`config.mk`:
```
export PLATFORM = sky130hd
export DESIGN_NAME = oneshot_gen
export DESIGN_NICKNAME = d
export VERILOG_FILES = /design/src/rtl/oneshot_gen.sv
export SDC_FILE = /design/constraint.sdc
export NUM_CORES = 1
export LEC_CHECK = 0
export ABC_AREA = 1
export BUFFER_PORTS_ARGS = -buffer_cell sky130_fd_sc_hd__buf_2
export CAP_MARGIN = 0
export CELL_PAD_IN_SITES_DETAIL_PLACEMENT = 0
export CELL_PAD_IN_SITES_GLOBAL_PLACEMENT = 1
export CORE_ASPECT_RATIO = 1.1
export CORE_MARGIN = 2
export CORE_UTILIZATION = 43
export CTS_CLUSTER_SIZE = 20
export DETAILED_ROUTE_END_ITERATION = 7
export GPL_TIMING_DRIVEN = 0
export PLACE_DENSITY = 0.8
export SYNTH_ARGS = -nofsm -noshare
export SYNTH_HDL_FRONTEND = slang
export SYNTH_SLANG_ARGS = --single-unit
```
`constraint.sdc`:
```
create_clock -name clk_i -period 3.6 [get_ports clk_i]
set_clock_uncertainty 0.1 [all_clocks]
set_input_delay 0.54 -clock clk_i [delete_from_list [all_inputs] [get_ports clk_i]]
set_output_delay 0.54 -clock clk_i [all_outputs]
set_load 0.05 [all_outputs]
```
`src/rtl/oneshot_gen.sv`:
```
`timescale 1ns/1ps
module oneshot_gen #(
  parameter int CNT_W       = 16,
  parameter int SYNC_STAGES = 2
) (
  input  logic             clk_i,
  input  logic             rst_i,
  input  logic             arm_n_i,
  input  logic             arm_p_i,
  input  logic             clear_n_i,
  input  logic [CNT_W-1:0] dur_i,
  output logic             pulse_o,
  output logic             pulse_n_o
);

  localparam int MSB    = SYNC_STAGES - 1;
  localparam int SETTLE = SYNC_STAGES + 1;
  localparam int SW     = $clog2(SETTLE + 1);

  logic [MSB:0]    sy_n, sy_p, sy_c;
  logic            hist_n, hist_p, hist_c;
  logic [SW-1:0]   settle_q;
  logic [CNT_W-1:0] cnt_q, cnt_nxt;
  logic            ready, lvl_n, lvl_p, clr_lvl;
  logic            fall_n, rise_p, rise_c, fire;

  generate
    if (SYNC_STAGES == 1) begin : g_one
      always_ff @(posedge clk_i) begin
        if (rst_i) begin
          sy_n <= '0; sy_p <= '0; sy_c <= '0;
        end else begin
          sy_n <= arm_n_i; sy_p <= arm_p_i; sy_c <= clear_n_i;
        end
      end
    end else begin : g_many
      always_ff @(posedge clk_i) begin
        if (rst_i) begin
          sy_n <= '0; sy_p <= '0; sy_c <= '0;
        end else begin
          sy_n <= {sy_n[MSB-1:0], arm_n_i};
          sy_p <= {sy_p[MSB-1:0], arm_p_i};
          sy_c <= {sy_c[MSB-1:0], clear_n_i};
        end
      end
    end
  endgenerate

  assign lvl_n   = sy_n[MSB];
  assign lvl_p   = sy_p[MSB];
  assign clr_lvl = sy_c[MSB];

  always_ff @(posedge clk_i) begin
    if (rst_i) begin
      hist_n   <= 1'b0;
      hist_p   <= 1'b0;
      hist_c   <= 1'b0;
      settle_q <= '0;
    end else begin
      hist_n <= lvl_n;
      hist_p <= lvl_p;
      hist_c <= clr_lvl;
      if (!ready) settle_q <= settle_q + 1'b1;
    end
  end

  assign ready  = (settle_q == SW'(SETTLE));
  assign fall_n = hist_n & ~lvl_n;
  assign rise_p = lvl_p & ~hist_p;
  assign rise_c = clr_lvl & ~hist_c;
  assign fire   = ready & clr_lvl &
                  ((rise_p & ~lvl_n) | (fall_n & lvl_p) | (rise_c & ~lvl_n & lvl_p));

  always_comb begin
    if (!clr_lvl)         cnt_nxt = '0;
    else if (fire)        cnt_nxt = dur_i;
    else if (cnt_q != '0) cnt_nxt = cnt_q - 1'b1;
    else                  cnt_nxt = cnt_q;
  end

  always_ff @(posedge clk_i) begin
    if (rst_i) begin
      cnt_q     <= '0;
      pulse_o   <= 1'b0;
      pulse_n_o <= 1'b1;
    end else begin
      cnt_q     <= cnt_nxt;
      pulse_o   <= (cnt_nxt != '0);
      pulse_n_o <= (cnt_nxt == '0);
    end
  end

endmodule

```
Word-level counts from Yosys, hierarchy flattened --
Index checks and enable logic that the tools add are counted. W data, S select, Z words.
Storage, ports and cells: flip-flop bits (word level) 29, output and inout bits 2, input port bits 21
Cells by class: bitwise logic cells 14, $add $sub $neg 2, eq/ne operators 1, muxes and demuxes 3, reductions and logical operators 3
Operator list (number):
- $mux W16 | 3
- $reduce_bool A16 Y1 | 2
- $logic_not A16 Y1 | 1
- $sub A16 B1 Y16 const B | 1
- $and A1 B1 Y1 | 9
- $not A1 Y1 | 3
- $add A2 B1 Y2 const B | 1
- $eq A2 B2 Y1 const B | 1
- $or A1 B1 Y1 | 2

Longest topological paths before layout --
Gate-level depths: netlist of the first run.
depth in word-level cells 9, depth in mapped cells 14

Least setup slack after synthesis of the first run --
Ideal clock, no wire load.
path kind reg-to-reg, from register settle_q[0], to register pulse_o, stages on the path, launching flop included 11, required time 3.373 ns, library setup time 0.127 ns, setup slack 1.835 ns, arrival 1.538 ns, cells stage by stage dfxtp_1 ha_1 nand4_4 clkbuf_1 or2_2 nand3_2 nand2_1 nor2_1 nand2_1 nor2_1 nor2_1
Between the ends: cells in the longest elaborated chain, start to end 6
RTL lines:
- from (decl) | RTL line 22 | logic [SW-1:0] settle_q;
- from (signal assigned) | RTL line 63 | if (!ready) settle_q <= settle_q + 1'b1;
- $eq A2 B2 Y1 | RTL line 67 | assign ready = (settle_q == SW'(SETTLE));
- $and A1 B1 Y1 (2 in a row) | RTL line 71 | assign fire = ready & clr_lvl &
- $mux W16 | RTL line 76 | else if (fire) cnt_nxt = dur_i;
- $mux W16 | RTL line 75 | if (!clr_lvl) cnt_nxt = '0;
- $reduce_bool A16 Y1 | RTL line 88 | pulse_o <= (cnt_nxt != '0);
- to (signal assigned) | RTL line 88
- to (decl) | RTL line 12 | output logic pulse_o,
Every way passes these cells. A chain may end at the register's enable or synchronous reset.

Worst setup path in the final report of the first run --
from register cnt_q[0], to register pulse_o
Between the ends: cells in the longest elaborated chain, start to end 5, elaborated cells between the ends (all ways) 6, classes of those cells add/sub: 1; mux: 3; reduce/logical: 2
RTL lines:
- from (decl) | RTL line 23 | logic [CNT_W-1:0] cnt_q, cnt_nxt;
- from (signal assigned) | RTL line 87 | cnt_q <= cnt_nxt;
- $sub A16 B1 Y16 or $reduce_bool A16 Y1 (tied branches) | RTL line 77 | else if (cnt_q != '0) cnt_nxt = cnt_q - 1'b1;
- $mux W16 (*) | RTL line 77
- $mux W16 (*) | RTL line 76
- $mux W16 (*) | RTL line 75
- $reduce_bool A16 Y1 (*) | RTL line 88
Every way passes the cells marked *; elsewhere a longest branch is shown, timed or not.

==> impl_metrics.json, run 1 <==
{
  "cpPeakStageDelay_ns": 0.33,
  "fin_util_pct": 51.3,
  "finalMaxSlewViolations": 0,
  "antenna_found_initial": 0,
  "highest_layer": "met4",
  "cp_top_family": "simple AND/OR/NAND/NOR gates",
  "wire_per_inst_um": 10.7,
  "leakage_nw": 1.09,
  "synth_warnings": 0,
  "path_max_fanout": 10,
  "layout_commonest_cell": "nand2_1",
  "finalCriticalPeriod_ns": 2.03,
  "worstPathRequired_ns": 3.65,
  "wl_met3_um": 133,
  "placementRows": 24,
  "path_clk_slew_ns": 0.06,
  "crit_buf_inv": 2,
  "routed_wl_um": 3730,
  "core_area_mm2": 0.00393,
  "synth-async-reset-ratio_pct": 0,
  "met2WireLength_um": 1730,
  "wl_met1_um": 1810,
  "place_ws_ns": 1.54,
  "fill_cells": 420,
  "fin_setup_tns_ns": 0,
  "slowest_stage": "dfxtp_1",
  "synth_fp_nets": 292,
  "p_switching_uw": 314,
  "ir_drop_mv": 0.252,
  "grt_pass1_vias": 1461,
  "port_buffers": 21,
  "drive_above_1_share_pct": 22.3,
  "ctsResizeCount": 0,
  "finalSetupViolations": 0,
  "post-route-period-util_pct": 56.4,
  "finalPower_uw": 920,
  "syn_to_final_growth_pct": 14.6,
  "insertion_delay_ns": 0.27,
  "drc": 0,
  "whs_ns": 0.305,
  "final-hold-violation-count": 0,
  "worstSetupStartpointType": "flop",
  "finalWorstSetupSlack_ns": 1.57,
  "clock.fmax_mhz": 492,
  "post_cts_buffers": 0,
  "grt_max_degree": 11,
  "die_area_mm2": 0.00462,
  "drv_cap": 0,
  "postCtsHoldBufs": 0,
  "gp_congestion": 0.798,
  "synth_cells": 268,
  "ys_seq_area_share_pct": 33.0,
  "antenna_cells": 0,
  "pin_count": 23,
  "critPathCaptureType": "flop",
  "placed_cells": 341,
  "synth-edff-count": 0,
  "cp.arrival_ns": 2.08,
  "worst_pin_slew_ns": 0.523,
  "power.share.switching_pct": 34.2,
  "synth_ff_type": "dfxtp_1",
  "hold_class": "reg2reg",
  "dr.pass1.iters": 4,
  "placed_area_mm2": 0.00193,
  "nNetsFinal": 320,
  "dp.final_hpwl_um": 3020,
  "gr-total-overflow": 0,
  "die_y_um": 71.1,
  "status": "finished clean",
  "numCtsBuffers": 5,
  "ys_ff_latch": 29,
  "critPathKind": "reg2reg",
  "htree_num_levels": 2,
  "p_per_area_mw_per_mm2": 456,
  "cts_tree": "yes",
  "grt_setup_unrepaired": "false",
  "clk_path_buf_depth": 2,
  "initial_core_util_pct": 44.8,
  "grt_pass1_wl_um": 6620,
  "power_frac_seq_pct": 38.6,
  "final_area_mm2": 0.00202,
  "share_comb_of_total_power_pct": 33.0,
  "grt_util_all_layers_pct": 18.6,
  "cp_cell_sequence": "inv_1 -> ha_1 -> nand2_2 -> nor2_2 -> nand2_2 -> buf_6 -> nand3_2 -> nand2_1 -> nand3_1 -> nand2_1 -> nor2_1 -> nand2_1 -> nor2_1 -> nor2_1",
  "slew_headroom_pct": 65.1,
  "num_vias": 1558,
  "syn_area_mm2": 0.00176,
  "cts_sinks": 29,
  "cts.root.buffer_cell": "clkbuf_8",
  "die_w_um": 65.0,
  "vias_per_cell": 4.48,
  "yosysUniqueCellTypes": 25,
  "syn_area_per_cell_um2": 6.57,
  "layout_common_cells": "nand2_1, nor2_1, inv_1, dfxtp_1",
  "p_int_uw": 606,
  "p_clk_share_pct": 28.4,
  "route.antenna.remaining_nets": 0,
  "final_cells": 348,
  "drt_iter0_markers": 93
}
## worst register-to-register path: stages (launching register included)
cell	delay [ns]
dfxtp_1	0.33
inv_1	0.15
ha_1	0.21
nand2_2	0.06
nor2_2	0.14
nand2_2	0.12
buf_6	0.18
nand3_2	0.09
nand2_1	0.05
nand3_1	0.08
nand2_1	0.06
nor2_1	0.09
nand2_1	0.10
nor2_1	0.11
nor2_1	0.04
## synthesized netlist by cell type (4+ instances only)
cell type | number | area [um2]
nor2_2 | 6 | 37.5
o21ai_0 | 10 | 50.1
nand2_2 | 6 | 37.5
nand3_2 | 11 | 110
nor2_1 | 47 | 176
inv_1 | 34 | 128
nor2_4 | 4 | 45.0
nand2_1 | 67 | 251
nand3_1 | 23 | 115
or2_1 | 5 | 31.3
dfxtp_1 | 29 | 581
or2_2 | 5 | 31.3
## area by class of cell
cell class	instances	area (um2)	area share, %
flip-flops and latches	29	581	28.8
well taps	52	65.1	3.23
inverters	35	131	6.51
repair buffers	21	105	5.21
clock buffers	7	86.3	4.28
plain buffers	9	55.1	2.73
multi-input cells	195	993	49.3
## registers in the layout, indices dropped and copies added, names as in the netlist
signal	cells
hist_c	1
cnt_q	16
sy_n	2
pulse_n_o	1
sy_c	2
hist_n	1
settle_q	2
pulse_o	1
sy_p	2
hist_p	1
## metal layers
metal | vias to the layer above | global-route usage [%]
met4 | 0 | 7.09
met1 | 654 | 23.8
met3 | 6 | 4.77
met5 | - | 0
met2 | 21 | 30.0
li1 | 877 | -
## power groups by stage
stage                     combinational [mW]  clock (mW)  sequential, mW
final                                  0.304       0.261           0.355
after detailed placement               0.308           0           0.363
after global routing                   0.353       0.277           0.359
after CTS                              0.309       0.266           0.356
after floorplan                        0.213           0           0.389
after global placement                 0.308           0           0.363
## logic make-up (layout without fill, tap and decap cells)
family	count (synthesis)	after routing	synth area share (%)
AND/OR/NAND/NOR	176	176	49.1
AO/OA/AOI/OAI	15	15	4.69
adder cells (fa/ha/maj)	3	3	2.13
XOR/XNOR	1	1	0.498
buffers and inverters	44	72	10.6
flip-flops	29	29	33.0
## path summary, 6_finish.rpt
check | cells after the start | startpoint | to | slack [ns]
worst max register to register | 14 | cnt_q[0] | pulse_o | 1.57
worst min-delay path | 2 | sy_c[0] | sy_c[1] | 0.31
worst max-delay path | 14 | cnt_q[0] | pulse_o | 1.57
worst min register to register | 2 | sy_c[0] | sy_c[1] | 0.31
Note: power is estimated with default switching activity, not from simulation.
==> run 2, diff against run 1 <==
ABC_AREA = 0   (was 1)
CORE_UTILIZATION = 42   (was 43)
PLACE_DENSITY = 0.75   (was 0.8)
clock period = 2.13 ns   (was 3.6 ns; I/O delays follow)
==> run 2 against run 1 <==
  * The run now ends with setup timing left
  * Sequential power up 59%
  * Sequential share of layout area up 0.34 points
  * Synthesized cell count down 37%
==> impl_metrics.json, run 2 <==
{
  "status": "finished, violations left",
  "violations": "setup timing",
  "dr.pass1.iters": 4,
  "regArea_um2": 588,
  "placed_area_mm2": 0.00170,
  "clock.fmax_mhz": 380,
  "cp.arrival_ns": 2.75,
  "layout_commonest_cell": "dfxtp_1",
  "drive_above_1_share_pct": 40.2,
  "synth-async-reset-ratio_pct": 0,
  "grt_pass1_wl_um": 6200,
  "grt_pass1_vias": 1323,
  "die_w_um": 61.2,
  "fin_setup_tns_ns": -2.11,
  "gr-total-overflow": 0,
  "htree_num_levels": 2,
  "ys_ff_latch": 29,
  "clk_path_buf_depth": 2,
  "synth_ff_type": "dfxtp_1",
  "power.share.switching_pct": 24.8,
  "grt_util_all_layers_pct": 21.5,
  "synth_warnings": 0,
  "startpoint": "cnt_q[1]",
  "postCtsHoldBufs": 0,
  "worstPathRequired_ns": 2.25,
  "placementRows": 22,
  "multiInputGateArea_mm2": 0.00108,
  "cts_sinks": 29,
  "post-route-period-util_pct": 124,
  "synth_fp_nets": 194,
  "p_int_uw": 734,
  "finalMaxSlewViolations": 0,
  "p_per_area_mw_per_mm2": 483,
  "syn_area_per_cell_um2": 8.90,
  "finalSetupViolations": 11,
  "synth_top_cell_by_area": "dfxtp_1",
  "cts_tree": "yes",
  "insertion_delay_ns": 0.32,
  "power_frac_seq_pct": 57.8,
  "drv_cap": 0,
  "gp_congestion": 0.866,
  "worst_pin_slew_ns": 0.530,
  "cts.root.buffer_cell": "clkbuf_4",
  "regMostFlops": "cnt_q",
  "drt_iter0_markers": 55,
  "p_switching_uw": 242,
  "yosysUniqueCellTypes": 47,
  "initial_core_util_pct": 44.7,
  "final_area_mm2": 0.00202,
  "reg2reg_from": "cnt_q[1]",
  "hold_class": "in2reg",
  "path_max_fanout": 6,
  "finalCriticalPeriod_ns": 2.63,
  "r2r_slack_ns": -0.50,
  "cp-endpoint": "pulse_n_o",
  "synth.top_cells.by_area": "dfxtp_1, nor2_1, nor2b_1",
  "antenna_cells": 0,
  "dp.final_hpwl_um": 2790,
  "share_comb_of_total_power_pct": 9.8,
  "drc": 0,
  "die_y_um": 66.9,
  "synth_cells": 170,
  "synth_most_common_cell": "dfxtp_1",
  "layout_common_cells": "dfxtp_1, buf_2, nor2_1, nor2b_1, buf_4",
  "yosysTopAreaCellShare_pct": 38.4,
  "critPathCaptureType": "flop",
  "routed_wl_um": 4220,
  "final-hold-violation-count": 0,
  "vias_per_cell": 5.41,
  "route.antenna.remaining_nets": 0,
  "syn_to_final_growth_pct": 33.5,
  "critPathKind": "reg2reg",
  "numCtsBuffers": 5,
  "grt_setup_unrepaired": "true",
  "rr_worst_depth": 7,
  "fill_cells": 319,
  "nNetsFinal": 232,
  "ir_drop_mv": 0.296,
  "core_area_mm2": 0.00339,
  "largest_register_ffs": 16,
  "syn_area_mm2": 0.00151,
  "num_vias": 1390,
  "leakage_nw": 0.799,
  "wire_per_inst_um": 16.4,
  "p_clk_share_pct": 32.4,
  "path_clk_slew_ns": 0.09,
  "pin_count": 23,
  "reg2reg_to": "pulse_n_o",
  "grt_max_degree": 11,
  "die_area_mm2": 0.00410,
  "slew_headroom_pct": 64.6,
  "ys_seq_area_share_pct": 38.4,
  "synth_common_cells": "dfxtp_1, nor2_1, nor2b_1, a21oi_1, o21ai_0",
  "worstSetupStartpointType": "flop",
  "port_buffers": 22,
  "antenna_found_initial": 0,
  "finalWorstSetupSlack_ns": -0.503,
  "synth-edff-count": 0
}
==> run 2: cell count changes after synthesis, sizes merged, moves of 4 or more <==
cell | previous run | this run
nand2 | 73 | 7
nor2 | 57 | 20
nand3 | 34 | 2
inv | 35 | 4
nor2b | 0 | 12
or2 | 10 | 0
a21oi | 1 | 9
nor3 | 0 | 8
xnor2 | 0 | 7
nor4 | 0 | 6
a211oi | 0 | 4
==> run 2: power groups by stage <==
stage          Combinational (mW)  Sequential (mW)  Clock (mW)
6_report                   0.0954            0.564       0.316
5_1_grt                     0.104            0.566       0.351
4_1_cts                    0.0906            0.565       0.323
3_5_place_dp               0.0865            0.579           0
3_3_place_gp               0.0825            0.578           0
2_1_floorplan              0.0487            0.580           0
==> run 2: worst min path at each step <==
stage | start | to | slack, ns | cells after the start
final | rst_i | cnt_q[4] | 0.08 | 2
after global routing | rst_i | cnt_q[4] | 0.08 | 2
after CTS | rst_i | cnt_q[4] | 0.07 | 2
after detailed placement | sy_p[0] | sy_p[1] | 0.33 | 1
after global placement | sy_p[0] | sy_p[1] | 0.33 | 1
after floorplan | rst_i | cnt_q[4] | 0.29 | 1
==> run 2: logic make-up (layout without fill, tap and decap cells) <==
logic type / count (synthesis) / after routing / synth area share, %
AO/OA/AOI/OAI: 35 / 35 / 15.7
XOR/XNOR: 10 / 10 / 5.79
AND/OR/NAND/NOR: 79 / 79 / 32.7
buffers and inverters: 12 / 51 / 3.56
flip-flops: 29 / 29 / 38.4
adder cells (fa/ha/maj): 3 / 3 / 2.48
multiplexers: 2 / 2 / 1.41
==> run 2: routing by layer <==
metal  wire length, um  vias to the layer above  global-route usage [%]
li1                  -                      697                       -
met2              2160                       40                    37.2
met4                73                        0                    8.15
met5                 0                        -                       0
met3               201                       10                    4.08
met1              1790                      643                    25.5
==> run 2: area by class of cell <==
cell class              instances  share of cell area (%)
repair buffers                 32                    9.54
clock buffers                   8                    2.42
inverters                       4                   0.743
well taps                      48                    2.97
flip-flops and latches         29                    29.1
plain buffers                   7                    1.67
multi-input cells             129                    53.5
==> run 2: per-stage QoR <==
step / utilization [%] / instances / hold WS (ns) / power, mW / setup WS (ns)
2_1_floorplan: - / 170 / 0.291 / 0.628 / -0.300
3_3_place_gp: 50.3 / 240 / 0.329 / 0.661 / -0.597
3_5_place_dp: 50.3 / 240 / 0.334 / 0.665 / -0.610
4_1_cts: 54.9 / 254 / 0.0748 / 0.978 / -0.471
5_1_grt: 59.6 / 257 / 0.0833 / 1.02 / -0.565
6_report: 59.6 / 257 / 0.0783 / 0.976 / -0.503
==> run 2: timing repair <==
action | in CTS | in global routing
pin swaps | 5 | 19
endpoints found under the setup margin | 18 | 17
buffers inserted | 6 | 5
resized for setup | 17 | 34
==> run 2: critical path, stage by stage, from the launching register on <==
cell and delay (ns):
dfxtp_2 0.34, or4_4 0.54, or3_4 0.43, nor4_4 0.32
xnor2_2 0.11, a311oi_2 0.38, a2111oi_4 0.06, a41o_1 0.24
==> run 3, diff against run 2 <==
PLACE_DENSITY = 0.83   (was 0.75)
==> run 3 against run 2 <==
  * The run still ends with setup timing left
  * Power increased by 1.7%
  * Global-route usage rose by 1.4 points
  * Clock-buffer cell count is 3 lower
  * Sequential power about the same
  * Largest cell class unchanged
  * Highest routed layer unchanged
==> impl_metrics.json, run 3 (synthesized netlist as in run 2, its figures left out) <==
{
  "pin_count": 23,
  "post-route-period-util_pct": 119,
  "rr_worst_depth": 7,
  "violations": "setup timing",
  "drt_iter0_markers": 28,
  "placementRows": 22,
  "finalSetupViolations": 7,
  "die_y_um": 66.9,
  "clock.fmax_mhz": 396,
  "startpoint": "cnt_q[1]",
  "numCtsBuffers": 5,
  "path_clk_slew_ns": 0.11,
  "status": "finished, violations left",
  "slew_headroom_pct": 63.0,
  "antenna_found_initial": 0,
  "r2r_slack_ns": -0.40,
  "finalWorstSetupSlack_ns": -0.398,
  "htree_num_levels": 2,
  "critPathKind": "reg2reg",
  "regMostFlops": "cnt_q",
  "reg2reg_to": "pulse_n_o",
  "final-hold-violation-count": 0,
  "vias_per_cell": 5.56,
  "worstSetupStartpointType": "flop",
  "layout_commonest_cell": "dfxtp_1",
  "grt_util_all_layers_pct": 22.9,
  "grt_pass1_vias": 1403,
  "dr.pass1.iters": 6,
  "finalMaxSlewViolations": 0,
  "leakage_nw": 0.771,
  "drc": 0,
  "worstHoldStart": "rst_i",
  "ir_drop_mv": 0.356,
  "dp.final_hpwl_um": 2800,
  "antenna_cells": 0,
  "gr-total-overflow": 0,
  "core_area_mm2": 0.00339,
  "hold_class": "in2reg",
  "fill_cells": 325,
  "insertion_delay_ns": 0.34,
  "syn_to_final_growth_pct": 32.3,
  "worstPathRequired_ns": 2.26,
  "largest_register_ffs": 16,
  "drv_cap": 0,
  "min_path_cells": 2,
  "critPathCaptureType": "flop",
  "drive_above_1_share_pct": 42.8,
  "cts.root.buffer_cell": "clkbuf_4",
  "gp_congestion": 0.844,
  "die_w_um": 61.2,
  "reg2reg_from": "cnt_q[1]",
  "finalCriticalPeriod_ns": 2.53,
  "cp.arrival_ns": 2.66,
  "grt_max_degree": 11,
  "cts_sinks": 29,
  "wire_per_inst_um": 16.2,
  "p_per_area_mw_per_mm2": 496,
  "clk_path_buf_depth": 2,
  "initial_core_util_pct": 44.7,
  "finalPower_uw": 993,
  "layout_common_cells": "dfxtp_1, buf_2, nor2_1, nor2b_1, buf_4",
  "num_vias": 1424,
  "path_max_fanout": 6,
  "grt_pass1_wl_um": 6740,
  "port_buffers": 22,
  "die_area_mm2": 0.00410,
  "place_ws_ns": -0.598,
  "holdPathEnd": "cnt_q[4]",
  "routed_wl_um": 4150,
  "nNetsFinal": 231,
  "grt_setup_unrepaired": "true",
  "worst_pin_slew_ns": 0.555,
  "cts_tree": "yes",
  "route.antenna.remaining_nets": 0
}
## run 3: worst max path at each step
stage / to
4_1_cts: pulse_n_o
6_report: pulse_n_o
3_3_place_gp: pulse_o
3_5_place_dp: pulse_o
2_1_floorplan: pulse_o
5_1_grt: pulse_n_o
## run 3: power by group
part           leakage, nW  internal [mW]  switching, mW
sequential           0.239          0.557        0.00783
clock               0.0310          0.124          0.212
combinational        0.502         0.0442         0.0478
total                0.771          0.726          0.267
## run 3: repair_timing
item | in CTS | in global routing
gates resized for setup | 28 | 19
pin swaps | 12 | 12
hold buffers | 0 | 0
cloned | 0 | 0
setup endpoints to repair | 15 | 15
setup buffers | 7 | 3
## run 3: worst max-delay path, cell delays in order, from the launching register on
cell       delay, ns
dfxtp_2         0.35
or4_4           0.55
or3_4           0.42
nor4_4          0.21
xnor2_2         0.13
a311oi_2        0.36
a2111oi_4       0.06
a41o_1          0.23
## run 3: area by class of cell
| type | instances | area, um2 | share of cell area, % |
|---|---|---|---|
| Multi-Input combinational cell | 129 | 1070 | 53.4 |
| Sequential cell | 29 | 589 | 29.4 |
| Timing Repair Buffer | 32 | 185 | 9.25 |
| Tap cell | 48 | 60.1 | 3.00 |
| Clock buffer | 5 | 37.5 | 1.88 |
| Buffer | 6 | 27.5 | 1.37 |
| Clock inverter | 3 | 17.5 | 0.875 |
| Inverter | 4 | 15.0 | 0.750 |
## run 3: per-stage QoR
stage,hold WS [ns],std cells,cell area [um2],setup TNS [ns],util (%)
floorplan,0.291,170,1530,-0.645,-
global placement,0.328,240,1700,-2.25,50.3
detailed placement,0.333,240,1700,-2.48,50.3
CTS,0.0700,255,1920,-1.89,56.7
global route,0.0822,256,2000,-2.18,59.1
finish,0.0795,256,2000,-1.15,59.1
## run 3: routing by layer
| metal | vias to the layer above | GRT usage (%) | routed length, um |
|---|---|---|---|
| met2 | 28 | 37.1 | 2150 |
| li1 | 694 | - | - |
| met5 | - | 0 | 0 |
| met1 | 694 | 28.4 | 1810 |
| met3 | 8 | 5.05 | 104 |
| met4 | 0 | 10.1 | 93 |
